**src/rtl/reg_ctrl.sv**
```systemverilog
module reg_ctrl #(
  parameter int NSRC = 7,
  localparam int SW = $clog2(NSRC + 1)
) (
  input  logic            clk,
  input  logic            rst,
  input  logic [7:0]      dec_op,
  input  logic [6:0]      t_slot,
  input  logic            ind_bit,
  input  logic            int_cycle,
  input  logic            ir6,
  input  logic            ir7,
  input  logic [NSRC-1:0] src_req,
  output logic            dr_load,
  output logic            dr_incr,
  output logic            mem_write,
  output logic [SW-1:0]   bus_sel,
  output logic            ien
);

  logic            io_slot;
  logic            j_in, k_in;
  logic [NSRC-1:0] req;

  assign dr_load   = (dec_op[0] | dec_op[1] | dec_op[2] | dec_op[6]) & t_slot[4];
  assign dr_incr   = dec_op[6] & t_slot[5];
  assign mem_write = (int_cycle & t_slot[1]) | ((dec_op[3] | dec_op[5]) & t_slot[4])
                   | (dec_op[6] & t_slot[6]);

  always_comb begin
    req    = src_req;
    req[1] = src_req[1] | (int_cycle & t_slot[0]) | (dec_op[5] & t_slot[4]);
  end

  always_comb begin
    bus_sel = '0;
    for (int k = 0; k < NSRC; k++)
      for (int b = 0; b < SW; b++)
        if (req[k] && (((k + 1) >> b) & 1) == 1)
          bus_sel[b] = 1'b1;
  end

  assign io_slot = dec_op[7] & ind_bit & t_slot[3];
  assign j_in    = io_slot & ir7;
  assign k_in    = (io_slot & ir6) | (int_cycle & t_slot[2]);

  always_ff @(posedge clk) begin
    if (rst)                ien <= 1'b0;
    else if (j_in && k_in)  ien <= ~ien;
    else if (j_in)          ien <= 1'b1;
    else if (k_in)          ien <= 1'b0;
  end

  // only one source may drive the bus per cycle
  a_r4_single_source: assert property (@(posedge clk) disable iff (rst) $onehot0(req));
  a_r1_load_in_t4: assert property (@(posedge clk) disable iff (rst) dr_load |-> t_slot[4]);
  a_r5_int_pc: assert property (@(posedge clk) disable iff (rst)
    (int_cycle && t_slot[0]) |-> bus_sel == SW'(2));
  a_r6_set: assert property (@(posedge clk) disable iff (rst) (j_in && !k_in) |=> ien);
  a_r7_clear: assert property (@(posedge clk) disable iff (rst) (k_in && !j_in) |=> !ien);
  a_r9_toggle: assert property (@(posedge clk) disable iff (rst)
    (j_in && k_in) |=> ien != $past(ien));
  a_r10_hold: assert property (@(posedge clk) disable iff (rst)
    (!j_in && !k_in) |=> $stable(ien));

endmodule

```
**config.mk**
```make
export PLATFORM = sky130hd
export DESIGN_NAME = reg_ctrl
export DESIGN_NICKNAME = d
export VERILOG_FILES = /design/src/rtl/reg_ctrl.sv
export SDC_FILE = /design/constraint.sdc
export NUM_CORES = 1
export LEC_CHECK = 0
export BUFFER_PORTS_ARGS = -buffer_cell sky130_fd_sc_hd__buf_2
export CAP_MARGIN = 15
export CORE_AREA = 3 3 40 42
export DETAILED_ROUTE_END_ITERATION = 10
export DIE_AREA = 0 0 43 45
export GPL_ROUTABILITY_DRIVEN = 0
export PLACE_DENSITY_LB_ADDON = 0.1
export SETUP_SLACK_MARGIN = 0.05
export SYNTH_ARGS = -nofsm -noshare
export SYNTH_HDL_FRONTEND = slang
export SYNTH_SLANG_ARGS = --single-unit
```
**constraint.sdc**
```tcl
create_clock -name clk -period 0.8 [get_ports clk]
set_input_delay 0.12 -clock clk [delete_from_list [all_inputs] [get_ports clk]]
set_output_delay 0.12 -clock clk [all_outputs]
set_load 0.01 [all_outputs]
```
# [Word-level counts from Yosys, hierarchy flattened]
# Index checks and enable logic that the tools add are counted.
[classes] addsub=0 mul=0 n_div=0 n_lt_le_gt_ge=0 eq_ne=0 n_shift=0 mux=15 n_bitwise=22 n_reduce_logical=2
[op_table] operator="$mux 1" n=15
[op_table] operator="$and 1x1->1" n=12
[op_table] operator="$or 1x1->1" n=9
[op_table] operator="$reduce_bool 3->1" n=1
[op_table] operator="$logic_and 1x1->1" n=1
[op_table] operator="$not 1->1" n=1
[word_totals] register_bits=1 latch_bits=0 ram_bits=0 romBits=0 out_inout_bits=7 word_cells=40 mem_count=0

# [Longest topological paths before layout]
[logic_depth] ltp_word=7 depth_mapped=3 ltp_nobuf=3

# [Least setup slack after synthesis]
# Ideal clock, no wire load.
[synth_path] kind="input to output" from="input src_req[4]" to="output bus_sel[0]" arrival_ps=692 path_slack_ps=-12 path_stages=1 cell_sequence="or4_1"
[synth_via] elab_chain_len=2
[synth_lines] element="start: declaration" line="13" rtl="input logic [NSRC-1:0] src_req,"
[synth_lines] element="$mux 1 (2 in a row)" line="39" rtl="if (req[k] && (((k + 1) >> b) & 1) == 1)"
[synth_lines] element="end: declaration" line="17" rtl="output logic [SW-1:0] bus_sel,"
# No other way between the ends.

# [Worst setup path in the final report]
[layout_path] from="input src_req[0]" to="output bus_sel[0]"
[layout_via] elab_chain_len=4
[layout_lines] element="$mux 1 (4 in a row)" line="39"
# No other way between the ends.

==> metrics.txt <==
syn nets 45; overall routed net length 666 um; clock insertion delay at the later pin of the skew report 0 ns; part of the Yosys area used for sequential elements 0.1684; Most flops, register ien; most repeated library cell on the critical path buf_6; number of unique standard cell types used by synthesis 12; post-layout min period between 0.9 and 1 ns; commonest cells in the netlist 3 x nand2_1, 2 x a22oi_1, 2 x nand4_1, 2 x or4_1; launching point of the worst reg2reg path ien; dominant cell by count in the synthesized netlist nand2_1; Relative slew margins 0.8662; cell internal pwr between 0.15 and 0.2 mW; setup slack on the worst flop-to-flop path roughly 0.090 ns; via count of the first global-routing pass about 280; kind of start point of the critical path input pin; Cells after Synth 17; global routing usage on met2 0.1527; vertical die dimension 45 um; share of async-settable or async-resettable flops after synthesis 0; share of power burned in the clock network 0; cell type contributing the most total cell area after synthesis dfxtp_1; reg2reg end ien; top cells by area, synth dfxtp_1 17%, a22oi_1 13%, or4_1 13%; Via Count between 200 and 300; non-filler instance count after layout between 60 and 70; biggest regs ien (1); leak pwr ~0.19 nW; worst min-delay path class input pin to flop; proportion of power drawn by flip-flops and latches 0.251; depth of the worst register-to-register path 2; Worst Hold Depth 2; Final Cycle Share 1.231; first-pass GRT wire length roughly 1.2 mm; predominant post-synthesis flop cell dfxtp_1; launch point of the critical path src_req[0]; detail-routed via count per cell roughly 4.3; violations in the final reports setup timing; Least-Margin Pin Slew 0.1992 ns; min-delay src rst; antenna violations before repair 0; count of final max-slew check failures 0; Arrival @ worst endpoint around 0.86 ns; endpoint required time on the critical path approximately 0.68 ns; detailed-router iteration count before antenna repair 2; iteration-0 DRC count of the detailed router 1; Net count, final 81; clock-pin transition on the worst setup and hold timing paths 0 ns; net switching power figure between 0.05 and 0.06 mW; CP max-delay cell or4_4; max reg flops 1; Critical Path Fanout Max 1; mapped cell area 118.9 um2; maximum number of pins on one net before global-route repair 4; die outline area between 1500 and 2000 um2; ANT cells 0; overflow left after global routing 0; Gate power share 0.749; post-DR wirelength/cell 10.09 um; minimum setup slack in the final design -0.1846 ns; unrepaired setup endpoints after global routing yes; count of buffers from port buffering 33; remaining number of nets flagged by the antenna check after routing 0; cell breakdown of the critical path buf_6 > or4_4 > buf_6; Endpoint, Worst Hold ien; nature of the critical path endpoint primary output; number of placement rows 13; final setup skew 0 ns; number of warnings printed during yosys synthesis 0; timing-limited maximum frequency 1.016 GHz; Placed Cells incl. Taps between 60 and 70; share of Yosys cell area claimed by the top area cell type 0.1684; register bit total from synthesis 1; post-cts hold buffer count 0; number of synthesized flops with an enable pin 0; met3 global-route usage 0.01594; critical path class input pin to primary output; layout cell share with drive strength beyond 1 0.8039; Die Span X between 40 and 50 um; grt met1 use 0.08115; detailed-route DRC error count 0; Total Routing Usage GR 0.07386; Power Dens Cells ~530 nW/um2; Core Region ~1300 um2; starting utilization of the core area 0.09250; total count of hold-check failures in the final report 0; mean area per synthesized cell between 6 and 7 um2; largest vdd supply drop 0.1377 mV; relative area change from synthesis to final layout 241.1%; run status complete, but fails checks; Slowest Stage Delay on Critical Path between 0.5 and 0.6 ns; Setup WS pre-CTS -0.2110 ns; count of pins on the block boundary 35; Max-cap violations 0; switching part of the total power 0.2695; half-perimeter wire length after placement about 540 um; buffers inserted by post-CTS timing repair 0; GRT busiest layer met2; final setup violation count 4
## metal layers
| metal | part of all wire | vias up |
|---|---|---|
| li1 | - | 140 |
| met1 | 0.30 | 121 |
| met2 | 0.53 | 24 |
| met3 | 0.17 | 0 |
| met4 | 0 | 0 |
| met5 | 0 | - |
## layout by cell type, fill, tap and decap left out
| master | count |
|---|---|
| and2_1 | 1 |
| nand4_1 | 2 |
| buf_8 | 1 |
| buf_6 | 8 |
| nand2_1 | 3 |
| buf_4 | 1 |
| o21ai_0 | 1 |
| nand3_1 | 1 |
| dfxtp_2 | 1 |
| a21oi_2 | 1 |
| a22oi_1 | 1 |
| o41a_1 | 1 |
| nor4_4 | 1 |
| buf_2 | 24 |
| a22oi_2 | 1 |
| or2_4 | 1 |
| or4_4 | 2 |
## critical path, delay by kind of cell
kind	cells	cell delay, ns
and+or+nand+nor	1	0.52
buffers and inverters	2	0.23
## worst max-delay path by stage
stage	to	slack (ns)	cells after the start
detailed placement	bus_sel[0]	-0.21	3
global placement	bus_sel[2]	-0.20	3
global route	bus_sel[2]	-0.19	3
finish	bus_sel[0]	-0.18	3
floorplan	bus_sel[0]	0.03	1
CTS	bus_sel[0]	-0.19	3
## kinds of logic (layout without fill, tap and decap cells)
logic type	after synthesis	count (layout)	share of synthesized area
AND/OR/NAND/NOR	11	11	0.5263
AO/OA/AOI/OAI	5	5	0.3051
flip-flops	1	1	0.1684
buffers and inverters	0	34	0
## timing repair
item / CTS / global route
endpoints found under the setup margin: 4 / 6
pin swaps: 5 / 4
cloned: 0 / 0
resized for setup: 11 / 3
## power groups by stage
stage / Sequential (mW) / Clock (mW) / Combinational [mW]
floorplan: 0.0543 / 0 / 0.0322
global placement: 0.0537 / 0 / 0.124
detailed placement: 0.0536 / 0 / 0.122
CTS: 0.0536 / 0 / 0.155
global route: 0.0540 / 0 / 0.176
finish: 0.0536 / 0 / 0.160
## area by class of cell
| class | count | area (um2) |
|---|---|---|
| Fill cell | 139 | 879.6 |
| Multi-Input combinational cell | 16 | 132.6 |
| Sequential cell | 1 | 21.27 |
| Tap cell | 15 | 18.77 |
| Timing Repair Buffer | 34 | 232.7 |
## stage by stage
step           hold WS [ns]  cell area [um2]  setup TNS, ns  power, mW    util
2_1_floorplan        0.1817            130.1              0    0.08646       -
3_3_place_gp         0.2775            321.6        -0.6050     0.1779  0.2502
3_5_place_dp         0.2732            321.6        -0.6312     0.1758  0.2502
4_1_cts              0.2717            392.9        -0.4306     0.2086  0.3057
5_1_grt              0.2821            405.4        -0.5232     0.2301  0.3155
6_report             0.2728            405.4        -0.4310     0.2137  0.3155
Power figures use the tool's default switching activity.
